`src/rtl/cardseq_pkg.sv`:
```
package cardseq_pkg;

    typedef enum logic [1:0] {
        PH_IDLE,
        PH_UP,
        PH_ON,
        PH_DOWN
    } phase_e;

    typedef struct packed {
        logic boost;
        logic lowz;
        logic vcc;
        logic io;
        logic clk;
        logic rst;
    } contacts_t;

    localparam contacts_t CONTACTS_SAFE = '{
        boost: 1'b0, lowz: 1'b1, vcc: 1'b0, io: 1'b0, clk: 1'b0, rst: 1'b0
    };

    function automatic logic may_open(input logic present, input logic alarm,
                                      input logic fault);
        return present & ~alarm & ~fault;
    endfunction

    function automatic logic must_abort(input logic present, input logic alarm,
                                        input logic fault);
        return ~present | alarm | fault;
    endfunction

endpackage

```
`src/rtl/cardseq_tick.sv`:
```
module cardseq_tick #(
    parameter int DIV = 64
) (
    input  logic clk,
    input  logic rst,
    output logic tick,
    output logic half
);
    localparam int CW = $clog2(DIV);

    logic [CW-1:0] cnt_q;

    always_ff @(posedge clk) begin
        if (rst) begin
            cnt_q <= '0;
        end else if (cnt_q == CW'(DIV - 1)) begin
            cnt_q <= '0;
        end else begin
            cnt_q <= cnt_q + 1'b1;
        end
    end

    assign tick = (cnt_q == CW'(DIV - 1));
    assign half = (cnt_q == CW'(DIV / 2 - 1));

    AST_TICK_SPACING: assert property (@(posedge clk) disable iff (rst)
        tick |=> !tick);

endmodule

```
`src/rtl/cardseq_fsm.sv`:
```
module cardseq_fsm
    import cardseq_pkg::*;
#(
    parameter int RAMP_TICKS = 3,
    parameter int ATR_TICKS  = 3
) (
    input  logic      clk,
    input  logic      rst,
    input  logic      tick,
    input  logic      half,
    input  logic      start_n,
    input  logic      card_present,
    input  logic      supply_alarm,
    input  logic      contact_fault,
    output contacts_t con,
    output logic      atr_window,
    output logic      off_n
);
    localparam int STEP_BOOST = 1;
    localparam int STEP_VCC   = 2;
    localparam int STEP_IO    = STEP_VCC + RAMP_TICKS;
    localparam int STEP_RST   = STEP_IO + ATR_TICKS;
    localparam int DOWN_RST   = 1;
    localparam int DOWN_IO    = 2;
    localparam int DOWN_VCC   = 3;
    localparam int DOWN_END   = DOWN_VCC + RAMP_TICKS;
    localparam int STEP_W     = $clog2(STEP_RST + 2);

    phase_e            phase;
    logic [STEP_W-1:0] step, nxt;
    contacts_t         con_q;
    logic              emerg_q, removed_q, start_prev_q;
    logic              cause, open_req;

    always_comb begin
        nxt      = step + 1'b1;
        cause    = must_abort(card_present, supply_alarm, contact_fault);
        open_req = start_prev_q & ~start_n &
                   may_open(card_present, supply_alarm, contact_fault);
    end

    always_ff @(posedge clk) begin
        if (rst) begin
            phase        <= PH_IDLE;
            step         <= '0;
            con_q        <= CONTACTS_SAFE;
            emerg_q      <= 1'b0;
            removed_q    <= 1'b0;
            start_prev_q <= 1'b1;
        end else begin
            start_prev_q <= start_n;
            unique case (phase)
                PH_IDLE: begin
                    if (card_present) removed_q <= 1'b0;
                    if (open_req) begin
                        phase <= PH_UP;
                        step  <= '0;
                    end
                end
                PH_UP, PH_ON: begin
                    if (cause || start_n) begin
                        phase <= PH_DOWN;
                        step  <= '0;
                        if (cause) emerg_q <= 1'b1;
                        if (!card_present) removed_q <= 1'b1;
                    end else if (phase == PH_UP && tick) begin
                        step <= nxt;
                        if (nxt == STEP_W'(STEP_BOOST)) con_q.boost <= 1'b1;
                        if (nxt == STEP_W'(STEP_VCC)) begin
                            con_q.lowz <= 1'b0;
                            con_q.vcc  <= 1'b1;
                        end
                        if (nxt == STEP_W'(STEP_IO)) con_q.io <= 1'b1;
                        if (nxt == STEP_W'(STEP_RST)) begin
                            con_q.rst <= 1'b1;
                            con_q.clk <= 1'b1;
                            phase     <= PH_ON;
                        end
                    end
                end
                PH_DOWN: begin
                    if (cause) emerg_q <= 1'b1;
                    if (!card_present) removed_q <= 1'b1;
                    if (half && step == STEP_W'(DOWN_RST)) con_q.clk <= 1'b0;
                    if (tick) begin
                        step <= nxt;
                        if (nxt == STEP_W'(DOWN_RST)) con_q.rst <= 1'b0;
                        if (nxt == STEP_W'(DOWN_IO))  con_q.io  <= 1'b0;
                        if (nxt == STEP_W'(DOWN_VCC)) con_q.vcc <= 1'b0;
                        if (nxt == STEP_W'(DOWN_END)) begin
                            con_q   <= CONTACTS_SAFE;
                            phase   <= PH_IDLE;
                            step    <= '0;
                            emerg_q <= 1'b0;
                        end
                    end
                end
                default: phase <= PH_IDLE;
            endcase
        end
    end

    assign con        = con_q;
    assign atr_window = (phase == PH_UP) && con_q.io;
    assign off_n      = ~(emerg_q | removed_q);

    AST_VCC_NEEDS_BOOST: assert property (@(posedge clk) disable iff (rst)
        con_q.vcc |-> con_q.boost);
    AST_IO_NEEDS_VCC: assert property (@(posedge clk) disable iff (rst)
        con_q.io |-> con_q.vcc);
    AST_RST_NEEDS_IO: assert property (@(posedge clk) disable iff (rst)
        con_q.rst |-> con_q.io);
    AST_CLAMP_NO_VCC: assert property (@(posedge clk) disable iff (rst)
        con_q.lowz |-> !con_q.vcc);
    AST_CLK_NEEDS_IO: assert property (@(posedge clk) disable iff (rst)
        con_q.clk |-> con_q.io);
    AST_NO_CARD_STAYS_IDLE: assert property (@(posedge clk) disable iff (rst)
        (phase == PH_IDLE && !card_present) |=> phase == PH_IDLE);
    AST_FAULT_DROPS_OFF: assert property (@(posedge clk) disable iff (rst)
        ((phase == PH_UP || phase == PH_ON) && contact_fault) |=> !off_n);
    AST_DOWN_NO_RESTART: assert property (@(posedge clk) disable iff (rst)
        phase == PH_DOWN |=> (phase == PH_DOWN || phase == PH_IDLE));

endmodule

```
`src/rtl/cardseq_pins.sv`:
```
module cardseq_pins
    import cardseq_pkg::*;
(
    input  contacts_t con,
    input  logic      atr_window,
    input  logic      host_rstin,
    output logic      boost_en,
    output logic      lowz_hold,
    output logic      vcc_en,
    output logic      io_en,
    output logic      card_clk_en,
    output logic      rst_buf_en,
    output logic      card_rst
);
    assign boost_en    = con.boost;
    assign lowz_hold   = con.lowz;
    assign vcc_en      = con.vcc;
    assign io_en       = con.io;
    assign rst_buf_en  = con.rst;
    assign card_clk_en = atr_window ? host_rstin : con.clk;
    assign card_rst    = con.rst & ~host_rstin;
endmodule

```
`src/rtl/card_power_seq.sv`:
```
module card_power_seq
    import cardseq_pkg::*;
#(
    parameter int TICK_DIV   = 64,
    parameter int RAMP_TICKS = 3,
    parameter int ATR_TICKS  = 3
) (
    input  logic clk,
    input  logic rst,
    input  logic start_n,
    input  logic card_present,
    input  logic supply_alarm,
    input  logic contact_fault,
    input  logic host_rstin,
    output logic boost_en,
    output logic lowz_hold,
    output logic vcc_en,
    output logic io_en,
    output logic card_clk_en,
    output logic rst_buf_en,
    output logic card_rst,
    output logic off_n
);
    logic      tick, half, atr_window;
    contacts_t con;

    cardseq_tick #(.DIV(TICK_DIV)) tick_i (
        .clk  (clk),
        .rst  (rst),
        .tick (tick),
        .half (half)
    );

    cardseq_fsm #(.RAMP_TICKS(RAMP_TICKS), .ATR_TICKS(ATR_TICKS)) fsm_i (
        .clk           (clk),
        .rst           (rst),
        .tick          (tick),
        .half          (half),
        .start_n       (start_n),
        .card_present  (card_present),
        .supply_alarm  (supply_alarm),
        .contact_fault (contact_fault),
        .con           (con),
        .atr_window    (atr_window),
        .off_n         (off_n)
    );

    cardseq_pins pins_i (
        .con         (con),
        .atr_window  (atr_window),
        .host_rstin  (host_rstin),
        .boost_en    (boost_en),
        .lowz_hold   (lowz_hold),
        .vcc_en      (vcc_en),
        .io_en       (io_en),
        .card_clk_en (card_clk_en),
        .rst_buf_en  (rst_buf_en),
        .card_rst    (card_rst)
    );
endmodule

```
`config.mk`:
```
export PLATFORM = sky130hd
export DESIGN_NAME = card_power_seq
export DESIGN_NICKNAME = d
export VERILOG_FILES = /design/src/rtl/cardseq_pkg.sv /design/src/rtl/cardseq_tick.sv /design/src/rtl/cardseq_fsm.sv /design/src/rtl/cardseq_pins.sv /design/src/rtl/card_power_seq.sv
export SDC_FILE = /design/constraint.sdc
export NUM_CORES = 1
export LEC_CHECK = 0
export BUFFER_PORTS_ARGS = -buffer_cell sky130_fd_sc_hd__buf_2
export CAP_MARGIN = 20
export CORE_AREA = 5 5 67 63
export CTS_BUF_LIST = sky130_fd_sc_hd__clkbuf_2 sky130_fd_sc_hd__clkbuf_4 sky130_fd_sc_hd__clkbuf_8
export CTS_CLUSTER_DIAMETER = 60
export DETAILED_ROUTE_END_ITERATION = 16
export DIE_AREA = 0 0 72 68
export HOLD_SLACK_MARGIN = 0.05
export MAX_ROUTING_LAYER = met4
export PLACE_DENSITY_LB_ADDON = 0.1
export SLEW_MARGIN = 10
export SYNTH_ARGS = -nofsm -noshare
export SYNTH_HDL_FRONTEND = slang
export SYNTH_SLANG_ARGS = --single-unit
```
`constraint.sdc`:
```
create_clock -name clk -period 3 [get_ports clk]
set_clock_uncertainty 0.1 [all_clocks]
set_input_delay 0.45 -clock clk [delete_from_list [all_inputs] [get_ports clk]]
set_output_delay 0.45 -clock clk [all_outputs]
set_load 0.05 [all_outputs]
```
# After elaboration in Yosys (flattened, before gate mapping)
# Index checks and enable logic that the tools add are counted.
# totals
register_bits	21
input_bits	7
out_inout_bits	8
# classes
add_sub_neg	2
eq_ne	28
mux	36
bitwise	14
reduce_logical	18
# op_table
cell	count
AND reduction 6 bit	5
2-to-1 mux 6 bit	4
2-to-1 mux 4 bit	5
inequality test 2 x 1 -> 1 bit, second input constant	9
2-to-1 mux 2 bit	8
inequality test 3 x 1 -> 1 bit, second input constant	5
2-to-1 mux 1 bit	14
case mux 4 bit (3 select lines)	1
case mux 6 bit (2 select lines)	1
equality test 4 x 1 -> 1 bit, second input constant	2
equality test 4 x 2 -> 1 bit, second input constant	2
equality test 4 x 3 -> 1 bit, second input constant	2
adder 6 x 1 -> 6 bit, second input constant	1
equality test 6 x 5 -> 1 bit, second input constant	1
equality test 6 bit, second input constant	1
NOT 1 bit	6
case mux 2 bit (3 select lines)	1
AND 1 bit	5
AND reduction 5 bit	1
adder 4 x 1 -> 4 bit, second input constant	1
equality test 2 bit, second input constant	2
equality test 4 bit, second input constant	1
inequality test 2 bit, second input constant	2
AND reduction 2 bit	2
other kinds (11)	16

# Logic depth before layout (Yosys ltp)
# Gate-level depths: netlist (run 1).
# logic_depth
depth_word	7
mapped_depth	8

# Cells and area by module
# Synthesis (run 1) repeated with hierarchy kept, for this count alone.
# unflattened
hier_cells	180
area_unflattened_um2	1555.2
# modules_own_cells
module	n_inst	cells_per_inst	area_per_inst_um2
cardseq_fsm	1	145	1232.4
cardseq_tick	1	28	264.0
cardseq_pins	1	7	58.8

# Worst setup path after synthesis (run 1)
# No wires, ideal clock.
# synth_path
path_type	register -> register
startpoint	reg fsm_i.step[1]
endpoint	reg fsm_i.con_q, in the netlist fsm_i.con[3]
setup_time_ns	0.119
t_arrival_ns	2.001
required_time_ns	2.781
path_slack_ns	0.781
path_stages_with_launch	8
synth_period_minus_slack_ns	2.219
cell_sequence	dfxtp_1 > ha_1 > buf_4 > and2_1 > a21oi_1 > o221a_2 > or4_1 > o221a_1
# synth_between
elab_chain_len	5
elab_cells_between_ends	10
# synth_lines
item	line_no	source
start: declaration	cardseq_fsm.sv:30	logic [STEP_W-1:0] step, nxt;
start signal: assignment	cardseq_fsm.sv:67	step <= nxt;
start signal: assignment	cardseq_fsm.sv:86	step <= nxt;
adder 4 x 1 -> 4 bit *	cardseq_fsm.sv:36	nxt = step + 1'b1;
equality test 4 x 3 -> 1 bit	cardseq_fsm.sv:90	if (nxt == STEP_W'(DOWN_END)) begin
2-to-1 mux 6 bit	cardseq_fsm.sv:90	
2-to-1 mux 6 bit	cardseq_fsm.sv:85	if (tick) begin
case mux 6 bit (2 select lines)	cardseq_fsm.sv:52	unique case (phase)
end: declaration	cardseq_fsm.sv:31	contacts_t con_q;
# Mark *: on every way between the ends. The rest lies on a longest branch, timed or not. The select of a mux whose other input is x is not followed.
# A chain may end at the register's enable or synchronous reset.

# Final worst setup path (run 1)
# layout_path
startpoint	reg fsm_i.step[0]
endpoint	reg fsm_i.con_q, in the netlist fsm_i.con[3]
# The elaborated chain is that of the path after synthesis.

==> flow_metrics.py, run 1 <==
metrics = {
    "power_and_ir_drop": {
        "p_leak_uw": 0.0005948,
        "peakVddDrop_uv": 256.1,
        "combPwrFrac_pct": 48.9,
        "pwr-share-clk_pct": 17.8,
        "swShare_pct": 44.03,
        "powerDensity_nw_per_um2": 664.0,
        "seqPwrFrac_pct": 33.3,
        "p_int_uw": 596.1,
        "p_switching_uw": 468.9,
    },
    "clock_network": {
        "cts_buffer_depth": 2,
        "cts_hold_buf": 0,
        "cts_setup_buffers": 0,
        "cts_buffers": 3,
        "clock_latency_ps": 260,
        "cts_resized": 0,
        "h-tree-depth": 1,
        "clkTransAtPathRegs_ps": 80,
        "root_buffer": "clkbuf_8",
        "cts_tree": "built",
        "clock_sinks": 21,
    },
    "sta": {
        "period_needed_ps": 2525,
        "finalHoldViolCount": 0,
        "fmax_mhz": 396.1,
        "setup-violations-final": 0,
        "finalSetupTns_ps": 0,
        "min_period_over_period_pct": 84.15,
        "max-slew-margin-rel_pct": 52.96,
        "tightest_slew_ps": 687.8,
        "rsz0062_at_grt": "no",
        "timing.final.max_slew_violations": 0,
    },
    "critical_path": {
        "r2r_end": "fsm_i.con[3]",
        "crit_fanout": 12,
        "timing.rr.start": "fsm_i.step[0]",
        "crit_start": "fsm_i.step[0]",
        "crit_path_start_kind": "flip-flop",
        "critical_path_class": "flip-flop to flip-flop",
        "end_kind": "flip-flop",
        "crit_required_ps": 3060,
        "worstPathArrival_ps": 2590,
        "r2r_slack_ps": 480,
        "r2r.worst_path.cells": 6,
    },
    "floorplan": {
        "die_width_um": 72,
        "die_area_um2": 4896,
        "die_h_um": 68,
        "fp-row-count": 21,
        "start_util_pct": 42.54,
        "coreArea_um2": 3521,
        "num_io_pins": 15,
    },
    "global_routing": {
        "grt_overflow": 0,
        "grt_pass1_vias": 1257,
        "grt_pass1_wl_um": 6147,
        "grt_max_degree": 16,
        "antenna_found_initial": 0,
        "grt_usage_pct": 16.61,
    },
    "place": {
        "placedCellCount": 229,
        "io_buffers": 14,
        "place_congestion": 0.8923,
        "dp_hpwl_um": 2856,
    },
    "hold_path": {
        "hold_class": "input port to flip-flop",
        "holdPathEnd": "fsm_i.removed_q",
        "hp-start": "card_present",
        "hold_depth": 2,
    },
    "flow_run": {
        "maxCapViolations": 0,
    },
    "route": {
        "wl_um": 3697,
        "ant_nets": 0,
        "drt_iter0_drc": 95,
        "drc": 0,
        "wl_per_cell_um": 15.87,
        "first_pass_iters": 4,
        "vias_per_cell": 5.742,
        "num_vias": 1338,
    },
    "cells_and_area": {
        "syn_to_final_growth_pct": 7.101,
        "n_antenna_cell": 0,
        "drive_above_1_share_pct": 17.11,
        "finalNetCount": 205,
        "fin_cells": 233,
    },
    "synthesis": {
        "synth_edf_count": 0,
        "yosysMostFrequentCell": "dfxtp_1",
        "synth_warnings": 0,
        "synth_top_cell_area_share_pct": 28.07,
        "yosys_most_used_dff": "dfxtp_1",
        "ys_seq_area_share_pct": 28.07,
        "syn_inst": 180,
        "synth.area.top_cells": "dfxtp_1 28%, ha_1 8.4%, a21oi_1 3.7%",
        "yosysTopAreaCell": "dfxtp_1",
        "async_reset_ff_share_pct": 0,
        "synth_area_um2": 1498,
        "ys_top_cells_by_count": "21 x dfxtp_1, 14 x nand2_1, 14 x nor2_1",
        "syn_nets": 197,
        "synth-seq-cells": 21,
        "yosysUniqueCellTypes": 62,
        "syn_area_per_cell_um2": 8.320,
    },
    "outcome": {
        "outcome": "finished clean",
    },
}
## metal layers
metal  part of all wire, %  track usage [%]  vias up  wire length [um]
met1                    47            20.46      629              1746
met2                    47            28.21       31              1751
met5                     0                -        -                 0
li1                      -                -      671                 -
met4                   1.1            4.460        0                41
met3                   4.3            2.937        7               158
## worst max-delay path by stage
stage	to	slack [ps]	cells after the start
2_1_floorplan	fsm_i.con[3]	780	7
3_3_place_gp	fsm_i.con[3]	550	6
3_5_place_dp	fsm_i.con[3]	510	6
4_1_cts	fsm_i.con[3]	500	6
5_1_grt	fsm_i.con[3]	280	6
6_report	fsm_i.con[3]	480	6
## metrics by stage
stage	area (um^2)	hold slack (ps)	total power [uW]	setup WS, ps	utilization (%)
2_1_floorplan	1498	363.5	767.1	780.6	-
3_3_place_gp	1558	349.0	874.4	552.9	44.24
3_5_place_dp	1558	360.2	875.2	509.3	44.24
4_1_cts	1604	308.7	1070	497.8	45.56
5_1_grt	1604	315.8	1130	278.0	45.56
6_report	1604	312.7	1065	475.4	45.56
## layout make-up
class	instances	area, um^2
fill	370	1917
multi-input combinational	137	968.4
sequential	21	420.4
timing repair buffer	14	70.07
tap	46	57.56
clock buffer	3	41.29
inverter	11	41.29
clock inverter	1	5.005
## logic make-up after synthesis
kind of cell,after synthesis,synth area share (%)
and+or+nand+nor,70,25.90
xor gates and xnor gates,4,2.340
AOI/OAI and AO/OA,48,24.56
buffers and inverters,22,7.268
muxes,5,3.509
adders and majority gates,10,8.354
DFF,21,28.07
## state kept, by name, indices dropped and copies added, names as in the netlist
| signal | cells |
|---|---|
| fsm_i.con | 6 |
| fsm_i.emerg_q | 1 |
| fsm_i.phase | 2 |
| fsm_i.removed_q | 1 |
| fsm_i.start_prev_q | 1 |
| fsm_i.step | 4 |
| tick_i.cnt_q | 6 |
## worst max-delay path, cell delays in order (launching register included)
cell and delay, ps:
dfxtp_1 540, ha_1 380, and2_1 220, a21oi_1 120, o221a_2 330, or4_1 500, o221a_1 240
## power by group through the flow
stage | clock, uW | sequential, uW | combinational [uW]
2_1_floorplan | 0 | 427 | 340
3_3_place_gp | 0 | 361 | 514
3_5_place_dp | 0 | 362 | 513
4_1_cts | 194 | 356 | 520
5_1_grt | 206 | 362 | 562
6_report | 189 | 355 | 521
## layout by cell type (no fill, tap or decap), types with 3 or more instances in the layout
master,netlist,layout
nand4_1,3,3
o21ai_1,3,3
inv_1,11,11
clkbuf_8,0,3
buf_2,2,14
mux2i_1,3,3
and2_1,3,3
nor3_1,4,4
xor2_1,3,3
o21ai_0,4,4
nor2_1,14,14
nand2_1,14,14
a21oi_1,11,11
ha_1,10,10
dfxtp_1,21,21
nand3_1,9,9
a2111o_1,3,3
Power figures use the tool's default switching activity.
==> run 2: changes to the inputs <==
==> constraint.sdc (replaced) <==
create_clock -name clk -period 2.26 [get_ports clk]
set_clock_uncertainty 0.1 [all_clocks]
set_input_delay 0.339 -clock clk [delete_from_list [all_inputs] [get_ports clk]]
set_output_delay 0.339 -clock clk [all_outputs]
set_load 0.05 [all_outputs]
==> run 2 against run 1 <==
Effect of this change:
- count of clock-buffer cells in the layout unchanged
- wire length increased by 7.1%
- critical path depth unchanged
- worst hold slack got worse by 110 ps
- combinational power grew 51%
- flip-flop and latch count unchanged
==> flow_metrics.py, run 2 (synthesis gave the netlist of run 1 again) <==
metrics = {
    "global_routing": {
        "gr-max-usage-layer": "met2",
        "grt_usage_pct": 18.08,
        "grt_overflow": 0,
        "met3_usage_pct": 3.671,
        "grt_max_degree": 16,
        "globalRouteMet1Util_pct": 22.38,
        "grt_pass1_vias": 1399,
        "grt_pass1_wl_um": 6658,
        "antenna_found_initial": 0,
        "grt.met2_usage_pct": 29.59,
    },
    "power_and_ir_drop": {
        "p_int_uw": 865.6,
        "p_switching_uw": 641.8,
        "combPwrFrac_pct": 52.2,
        "seqPwrFrac_pct": 31.2,
        "p_leak_uw": 0.0006819,
        "pwr-share-clk_pct": 16.6,
        "swShare_pct": 42.58,
        "powerDensity_nw_per_um2": 856.9,
        "peakVddDrop_uv": 473.4,
    },
    "sta": {
        "fmax_mhz": 462.9,
        "timing.final.max_slew_violations": 0,
        "tightest_slew_ps": 417.6,
        "finalSetupTns_ps": 0,
        "rsz0062_at_grt": "no",
        "max-slew-margin-rel_pct": 72.12,
        "min_period_over_period_pct": 95.58,
        "setup-violations-final": 0,
        "timing.hold.ws_ps": 207.2,
        "period_needed_ps": 2160,
        "finalHoldViolCount": 0,
    },
    "floorplan": {
        "die_width_um": 72,
        "num_io_pins": 15,
        "coreArea_um2": 3521,
        "start_util_pct": 42.54,
        "die_area_um2": 4896,
        "die_h_um": 68,
        "fp-row-count": 21,
    },
    "route": {
        "first_pass_iters": 4,
        "drc": 0,
        "num_vias": 1436,
        "wl_um": 3960,
        "drt_iter0_drc": 65,
        "wl_per_cell_um": 15.78,
        "vias_per_cell": 5.721,
        "ant_nets": 0,
    },
    "clock_network": {
        "cts_buffers": 3,
        "cts_tree": "built",
        "cts_hold_buf": 0,
        "cts_buffer_depth": 2,
        "h-tree-depth": 1,
        "clock_sinks": 21,
        "clkTransAtPathRegs_ps": 80,
        "cts_resized": 0,
        "cts_setup_buffers": 0,
        "root_buffer": "clkbuf_8",
        "clock_latency_ps": 270,
    },
    "critical_path": {
        "worstPathArrival_ps": 2250,
        "crit_required_ps": 2350,
        "critical_path_class": "flip-flop to flip-flop",
        "crit_fanout": 5,
        "end_kind": "flip-flop",
        "crit_path_start_kind": "flip-flop",
    },
    "cells_and_area": {
        "final_cell_mix": "20 x dfxtp_1, 18 x buf_4, 14 x nor2_1, 14 x nand2_1, 14 x buf_2",
        "layout_commonest_cell": "dfxtp_1",
        "drive_above_1_share_pct": 27.80,
        "finalNetCount": 223,
        "fin_util_pct": 49.96,
        "fin_cells": 251,
        "n_antenna_cell": 0,
        "syn_to_final_growth_pct": 17.46,
    },
    "hold_path": {
        "hold_class": "input port to flip-flop",
    },
    "flow_run": {
        "maxCapViolations": 0,
    },
    "place": {
        "io_buffers": 14,
        "dp_hpwl_um": 3119,
        "place_congestion": 0.9763,
        "placedCellCount": 247,
    },
    "outcome": {
        "outcome": "finished clean",
    },
}
run 2: through the flow:
| step | instance area [um^2] | power, uW | setup WS (ps) |
|---|---|---|---|
| 6_report | 1759 | 1507 | 99.84 |
| 5_1_grt | 1759 | 1598 | 18.60 |
| 4_1_cts | 1739 | 1496 | 69.14 |
| 3_5_place_dp | 1693 | 1235 | 76.67 |
| 3_3_place_gp | 1693 | 1226 | 78.61 |
| 2_1_floorplan | 1498 | 1018 | 40.61 |
run 2: final cells by class:
class / instances / area [um^2]
Clock inverter: 1 / 5.005
Inverter: 11 / 41.29
Multi-Input combinational cell: 137 / 987.2
Fill cell: 358 / 1762
Sequential cell: 21 / 421.7
Timing Repair Buffer: 32 / 205.2
Clock buffer: 3 / 41.29
Tap cell: 46 / 57.56
run 2: metal layers:
metal | part of all wire, % | up-vias | wire, um
met5 | 0 | - | 0
met4 | 2.0 | 0 | 79
met3 | 3.9 | 9 | 155
met2 | 48 | 33 | 1881
met1 | 47 | 682 | 1844
li1 | - | 712 | -
run 2: final timing paths:
kind	from	to	slack [ps]	depth (start not counted)
worst max-delay path	tick_i.cnt_q[0]	fsm_i.step[2]	100	6
worst min-delay path	card_present	fsm_i.removed_q	210	2
worst max register to register	tick_i.cnt_q[0]	fsm_i.step[2]	100	6
worst min register to register	fsm_i.con[5]	fsm_i.con[5]	370	2
run 2: power groups by stage:
stage	combinational [uW]	sequential, uW	clock [uW]
2_1_floorplan	452	567	0
4_1_cts	758	472	266
6_report	787	471	250
3_5_place_dp	754	480	0
5_1_grt	841	480	277
3_3_place_gp	749	476	0
run 2: worst max-delay path: stages, from the launching register on:
cell      delay, ps
dfxtp_1         340
ha_1            170
and4_2          310
nand2_2         110
a221o_2         430
a2111o_1        460
o221ai_2        160
